## src/rtl/upd_pkg.sv

```systemverilog
package upd_pkg;

    typedef enum logic {
        UPD_SRC_EXT = 1'b0,
        UPD_SRC_INT = 1'b1
    } upd_src_e;

    // Events from the internal countdown path for one cycle
    typedef struct packed {
        logic fire;       // counter passes zero on this tick
        logic hold_high;  // active reload value is below the pin limit
    } int_evt_t;

    localparam int unsigned UPD_PULSE_CYCLES = 8;
    localparam int unsigned UPD_SMALL_LIMIT  = 5;

    function automatic logic below_limit(input logic [63:0] n, input int unsigned lim);
        return n < 64'(lim);
    endfunction

endpackage

```

## src/rtl/upd_cnt_core.sv

```systemverilog
module upd_cnt_core
    import upd_pkg::*;
#(
    parameter int unsigned CNT_W     = 32,
    parameter int unsigned SMALL_LIM = UPD_SMALL_LIMIT
) (
    input  logic             clk,
    input  logic             rst,
    input  logic             restart,
    input  logic             run,
    input  logic [CNT_W-1:0] reload_val,
    output int_evt_t         evt
);
    localparam logic [CNT_W-1:0] CNT_ZERO = '0;
    localparam logic [CNT_W-1:0] CNT_ONE  = CNT_W'(1);

    logic             phase_q;
    logic [CNT_W-1:0] cnt_q;
    logic [CNT_W-1:0] active_n_q;
    logic             tick;
    logic             at_zero;

    assign tick    = run && phase_q;
    assign at_zero = (cnt_q == CNT_ZERO);

    always_ff @(posedge clk) begin
        if (rst || restart) begin
            phase_q    <= 1'b0;
            cnt_q      <= reload_val;
            active_n_q <= reload_val;
        end else if (run) begin
            phase_q <= ~phase_q;
            if (phase_q) begin
                if (at_zero) begin
                    cnt_q      <= reload_val;
                    active_n_q <= reload_val;
                end else begin
                    cnt_q <= cnt_q - CNT_ONE;
                end
            end
        end
    end

    always_comb begin
        evt           = '0;
        evt.fire      = tick && at_zero;
        evt.hold_high = below_limit(64'(active_n_q), SMALL_LIM);
    end

    // counter never above the value loaded last
    a_r2_cnt_bound: assert property (@(posedge clk) disable iff (rst)
        cnt_q <= active_n_q);
    // ticks come at most every other cycle
    a_r2_tick_alt: assert property (@(posedge clk) disable iff (rst)
        (tick && !restart) |=> !tick);
    // a tick on a nonzero count decrements by one
    a_r2_dec: assert property (@(posedge clk) disable iff (rst)
        (tick && !at_zero && !restart) |=> (cnt_q == $past(cnt_q) - CNT_ONE));
    // a reload takes the current input value
    a_r4_reload: assert property (@(posedge clk) disable iff (rst)
        (tick && at_zero && !restart) |=> (active_n_q == $past(reload_val)));

endmodule

```

## src/rtl/upd_pulse_stretch.sv

```systemverilog
module upd_pulse_stretch
    import upd_pkg::*;
#(
    parameter int unsigned PULSE_LEN = UPD_PULSE_CYCLES
) (
    input  logic clk,
    input  logic rst,
    input  logic clear,
    input  logic start,
    output logic active
);
    localparam int unsigned LEN_W = $clog2(PULSE_LEN + 1);
    localparam logic [LEN_W-1:0] LEN_LOAD = LEN_W'(PULSE_LEN);

    logic [LEN_W-1:0] left_q;

    always_ff @(posedge clk) begin
        if (rst || clear) begin
            left_q <= '0;
        end else if (start) begin
            left_q <= LEN_LOAD;
        end else if (left_q != '0) begin
            left_q <= left_q - LEN_W'(1);
        end
    end

    assign active = (left_q != '0);

    // a start loads the full length
    a_r5_load: assert property (@(posedge clk) disable iff (rst)
        (start && !clear) |=> (left_q == LEN_LOAD));
    // remaining count never exceeds the pulse length
    a_r5_bound: assert property (@(posedge clk) disable iff (rst)
        left_q <= LEN_LOAD);
    // clear cancels the pulse
    a_r10_clear: assert property (@(posedge clk) disable iff (rst)
        clear |=> !active);

endmodule

```

## src/rtl/upd_edge_sync.sv

```systemverilog
module upd_edge_sync #(
    parameter int unsigned STAGES = 2
) (
    input  logic clk,
    input  logic rst,
    input  logic async_in,
    output logic rise
);
    logic [STAGES-1:0] chain_q;
    logic              last_q;

    generate
        for (genvar i = 0; i < STAGES; i++) begin : g_stage
            if (i == 0) begin : g_first
                always_ff @(posedge clk) begin
                    if (rst) chain_q[0] <= 1'b0;
                    else     chain_q[0] <= async_in;
                end
            end else begin : g_next
                always_ff @(posedge clk) begin
                    if (rst) chain_q[i] <= 1'b0;
                    else     chain_q[i] <= chain_q[i-1];
                end
            end
        end
    endgenerate

    always_ff @(posedge clk) begin
        if (rst) last_q <= 1'b0;
        else     last_q <= chain_q[STAGES-1];
    end

    assign rise = chain_q[STAGES-1] && !last_q;

    // a detected edge is never two cycles wide
    a_r7_rise_single: assert property (@(posedge clk) disable iff (rst)
        rise |=> !rise);

endmodule

```

## src/rtl/upd_clk_gen.sv

```systemverilog
module upd_clk_gen
    import upd_pkg::*;
#(
    parameter int unsigned CNT_W       = 32,
    parameter int unsigned PULSE_LEN   = UPD_PULSE_CYCLES,
    parameter int unsigned SMALL_LIM   = UPD_SMALL_LIMIT,
    parameter int unsigned SYNC_STAGES = 2
) (
    input  logic             clk,
    input  logic             rst,
    input  logic             mode_int,
    input  logic [CNT_W-1:0] reload_val,
    input  logic             ext_in,
    output logic             upd_strobe,
    output logic             pin_out,
    output logic             pin_oe
);
    upd_src_e mode_q;
    upd_src_e mode_req;
    logic     restart;
    logic     run_int;
    int_evt_t evt;
    logic     ext_rise;
    logic     stretch_on;
    logic     strobe_q;

    assign mode_req = mode_int ? UPD_SRC_INT : UPD_SRC_EXT;
    assign restart  = (mode_req != mode_q);
    assign run_int  = (mode_q == UPD_SRC_INT) && !restart;

    always_ff @(posedge clk) begin
        if (rst) mode_q <= UPD_SRC_INT;
        else     mode_q <= mode_req;
    end

    upd_cnt_core #(
        .CNT_W     (CNT_W),
        .SMALL_LIM (SMALL_LIM)
    ) cnt_i (
        .clk        (clk),
        .rst        (rst),
        .restart    (restart),
        .run        (run_int),
        .reload_val (reload_val),
        .evt        (evt)
    );

    upd_edge_sync #(
        .STAGES (SYNC_STAGES)
    ) sync_i (
        .clk      (clk),
        .rst      (rst),
        .async_in (ext_in),
        .rise     (ext_rise)
    );

    upd_pulse_stretch #(
        .PULSE_LEN (PULSE_LEN)
    ) stretch_i (
        .clk    (clk),
        .rst    (rst),
        .clear  (restart),
        .start  (run_int && evt.fire),
        .active (stretch_on)
    );

    always_ff @(posedge clk) begin
        if (rst || restart) begin
            strobe_q <= 1'b0;
        end else if (mode_q == UPD_SRC_INT) begin
            strobe_q <= evt.fire;
        end else begin
            strobe_q <= ext_rise;
        end
    end

    assign upd_strobe = strobe_q;
    assign pin_oe     = (mode_q == UPD_SRC_INT);
    assign pin_out    = (mode_q == UPD_SRC_INT) && (evt.hold_high || stretch_on);

    // pin released and low in external mode
    a_r9_ext_released: assert property (@(posedge clk) disable iff (rst)
        (mode_q == UPD_SRC_EXT) |-> (!pin_oe && !pin_out));
    // an internal strobe is visible on the pin
    a_r5_strobe_on_pin: assert property (@(posedge clk) disable iff (rst)
        (upd_strobe && mode_q == UPD_SRC_INT) |-> pin_out);
    // small reload values keep the pin high
    a_r6_hold_high: assert property (@(posedge clk) disable iff (rst)
        (mode_q == UPD_SRC_INT && evt.hold_high) |-> pin_out);
    // no strobe right after a mode change
    a_r10_no_strobe: assert property (@(posedge clk) disable iff (rst)
        restart |=> !upd_strobe);
    // external strobes only follow a synchronized edge
    a_r8_ext_cause: assert property (@(posedge clk) disable iff (rst)
        (mode_q == UPD_SRC_EXT && !restart && !ext_rise) |=> !upd_strobe);

endmodule

```

## config.mk

```make
export PLATFORM = sky130hd
export DESIGN_NAME = upd_clk_gen
export DESIGN_NICKNAME = d
export VERILOG_FILES = /design/src/rtl/upd_pkg.sv /design/src/rtl/upd_cnt_core.sv /design/src/rtl/upd_pulse_stretch.sv /design/src/rtl/upd_edge_sync.sv /design/src/rtl/upd_clk_gen.sv
export SDC_FILE = /design/constraint.sdc
export NUM_CORES = 1
export LEC_CHECK = 0
export ABC_AREA = 1
export BUFFER_PORTS_ARGS = -buffer_cell sky130_fd_sc_hd__buf_2
export CAP_MARGIN = 20
export CORE_ASPECT_RATIO = 1.5
export CORE_MARGIN = 2
export CORE_UTILIZATION = 64
export DETAILED_ROUTE_END_ITERATION = 16
export PLACE_DENSITY = 0.9
export SLEW_MARGIN = 20
export SYNTH_ARGS = -nofsm -noshare
export SYNTH_HDL_FRONTEND = slang
export SYNTH_SLANG_ARGS = --single-unit
```

## constraint.sdc

```tcl
create_clock -name clk -period 6.2 [get_ports clk]
set_clock_uncertainty 0.05 [all_clocks]
set_input_delay 0 -clock clk [delete_from_list [all_inputs] [get_ports clk]]
set_output_delay 0 -clock clk [all_outputs]
set_load 0.01 [all_outputs]
```

==> impl_metrics.py <==
metrics = {
    "cts": {
        "post_cts_buffers": 0,
        "holdBufCountCts": 37,
        "cts_tree": "done",
        "htree_levels": 3,
        "cts_num_sinks": 74,
        "cts.repair.resized": 0,
        "cts_made_buffers": 9,
        "clk_path_buf_depth": 2,
        "clockRootBuffer": "clkbuf_8",
        "clock_latency_ps": 360,
        "path_clk_slew_ps": 70,
    },
    "yosys": {
        "synth_fp_nets": 475,
        "synthCells": 434,
        "avgSynthCellArea_um2": 9.145,
        "yosysSeqAreaShare": 0.5347,
        "yosysMostFrequentCell": "nand2_1",
        "synth.area.top_cells": "edfxtp_1, nand2_1, nor2_1, dfxtp_1, inv_1",
        "synth-edff-count": 64,
        "async_flop_share": 0,
        "synth_top_area_share": 0.4842,
        "yosysTopAreaCell": "edfxtp_1",
        "synth_ff_type": "edfxtp_1",
        "synth_area_mm2": 0.003969,
        "yosysWarnings": 0,
        "ys_top_cells_by_count": "nand2_1, nor2_1, edfxtp_1",
        "synth.distinct_cells": 28,
        "synth_seq_cells": 74,
    },
    "setup_path": {
        "crit_slowest_cell": "nand2_1",
        "crit_top_cell": "nand2_1",
        "arrival_ps": 2580,
        "critPathMaxStageDelay_ps": 530,
        "worstPathMaxFanout": 19,
        "start_kind": "flip-flop",
        "end_kind": "flip-flop",
        "cp.required_ps": 6180,
        "path_cells": "nor2_1 > nand2_1 > nor2_2 > nand2_4 > nor2_4 > nand2_1 > nand2_1 > buf_4",
        "crit_type": "reg2reg",
    },
    "timing": {
        "slew_headroom": 0.5302,
        "rsz0062_at_grt": "no",
        "finalSetupViolations": 0,
        "tightest_slew_ps": 703.0,
        "hold_viol": 0,
        "tns_ps": 0,
        "final.min_clock_period_ps": 2597,
        "fin_ws_ps": 3603,
        "final.period_utilization": 0.4189,
        "timing.fmax_mhz": 385.1,
        "hold_ws_ps": 322.5,
        "slew_violations": 0,
    },
    "job": {
        "max_cap_violations": 0,
    },
    "power": {
        "leakage_nw": 1.954,
        "swShare": 0.2947,
        "power.internal_w": 0.0008973,
        "p_sw_w": 0.0003749,
        "clkPwrFrac": 0.281,
        "power_w": 0.001272,
        "ir_worst_vdd_mv": 0.2348,
        "seq_power_share": 0.511,
        "combPwrFrac": 0.207,
        "p_per_area_mw_per_mm2": 266.9,
    },
    "grt": {
        "grt.total_usage": 0.2978,
        "grt-ovfl-total": 0,
        "grt_pass1_vias": 3290,
        "grt_pass1_wl_mm": 14.69,
        "grt_antenna_before_repair": 0,
        "grt_max_degree": 43,
    },
    "detailed_routing": {
        "drtPass1Iterations": 7,
        "drc": 0,
        "viasPerCell": 5.461,
        "vias": 3255,
        "wirelength_mm": 9.242,
        "wl_per_cell_um": 15.51,
        "ant_nets": 0,
        "first_iter_violations": 292,
    },
    "placement": {
        "place_area_mm2": 0.004207,
        "dp_hpwl_mm": 6.241,
        "dp_slack_ps": 3672,
        "io_buffer_count": 38,
        "gp_congestion": 0.9312,
    },
    "floorplan": {
        "die_area_mm2": 0.006860,
        "fp-row-count": 35,
        "core_area_mm2": 0.006087,
        "initial_core_util": 0.6520,
        "die_x_um": 68.30,
        "ios": 39,
        "die_y_um": 100.4,
    },
    "final_layout": {
        "area_delta_synth_final_pct": 20.11,
        "nNetsFinal": 558,
        "fin_area_mm2": 0.004767,
        "drive_gt1_frac": 0.2414,
        "antenna_cells": 0,
        "nFillCells": 396,
    },
    "outcome": {
        "outcome": "complete, no violations",
    },
    "min_path": {
        "hp-class": "in2reg",
    },
}
==> power by group through the flow <==
| stage | combinational (W) | clock, W | sequential, W |
|---|---|---|---|
| final | 0.000264 | 0.000358 | 0.000651 |
| after global routing | 0.000291 | 0.000382 | 0.000658 |
| after CTS | 0.000260 | 0.000362 | 0.000649 |
| after detailed placement | 0.000238 | 0 | 0.000660 |
| after global placement | 0.000226 | 0 | 0.000656 |
| after floorplan | 0.000182 | 0 | 0.000650 |
==> sequential cells by signal, summed over array words and instances, names as in the netlist <==
name and cells:
cnt_i.active_n_q 32, cnt_i.phase_q 1, sync_i.chain_q 2, sync_i.last_q 1
stretch_i.left_q 4, cnt_i.cnt_q 32, pin_oe 1, upd_strobe 1
==> path summary, 6_finish.rpt <==
| check | from | end | slack (ps) | depth (start not counted) |
|---|---|---|---|---|
| max | cnt_i.cnt_q[23] | cnt_i.active_n_q[3] | 3600 | 8 |
| min | reload_val[0] | cnt_i.active_n_q[0] | 320 | 2 |
| max reg2reg | cnt_i.cnt_q[23] | cnt_i.active_n_q[3] | 3600 | 8 |
| min reg2reg | sync_i.chain_q[0] | sync_i.chain_q[1] | 370 | 2 |
==> worst max-delay path: cells and delay by family (launching register included) <==
kind	cells	cell delay, ps
flip-flops	1	450
buffers and inverters	1	380
AND/OR/NAND/NOR	7	1390
==> kinds of logic after synthesis <==
family          synth area share
compound gates           0.07220
xor+xnor                 0.03310
fa+ha+maj                0.01576
buf+inv                  0.06810
flops                     0.5347
simple gates              0.2762
==> per-stage QoR <==
stage,util,std cells
final,0.7831,596
after global placement,0.6911,543
after global routing,0.7831,596
after CTS,0.7831,596
after floorplan,-,434
after detailed placement,0.6911,543
==> routing by layer <==
metal	track usage	up-vias	share of wire
met4	0.2015	0	0.069
met5	0	-	0
li1	-	1570	-
met2	0.5041	151	0.51
met1	0.3202	1473	0.37
met3	0.06502	61	0.054
==> layout make-up <==
cell class / instances / area (um2) / area share
multi-input combinational: 300 / 1577 / 0.3307
tap: 74 / 92.59 / 0.01942
sequential: 74 / 2122 / 0.4451
timing repair buffer: 78 / 583.1 / 0.1223
inverter: 54 / 202.7 / 0.04252
clock buffer: 12 / 166.4 / 0.03491
clock inverter: 4 / 23.77 / 0.004987
==> placed cells by master (no fill, tap or decap), drive strengths merged <==
cell | netlist | layout
edfxtp | 64 | 64
nor2 | 100 | 100
ha | 5 | 5
nor3 | 4 | 4
clkinv | 0 | 3
xor2 | 8 | 8
nand3 | 17 | 17
a21oi | 12 | 12
inv | 54 | 55
a31oi | 1 | 1
o21ai | 26 | 26
clkbuf | 0 | 12
xnor2 | 7 | 7
nand3b | 1 | 1
dfxtp | 10 | 10
nand2 | 104 | 104
dlygate4sd3 | 0 | 37
or2 | 5 | 5
o21bai | 3 | 3
buf | 6 | 41
nand4 | 7 | 7
(Power assumes the default switching activity.)
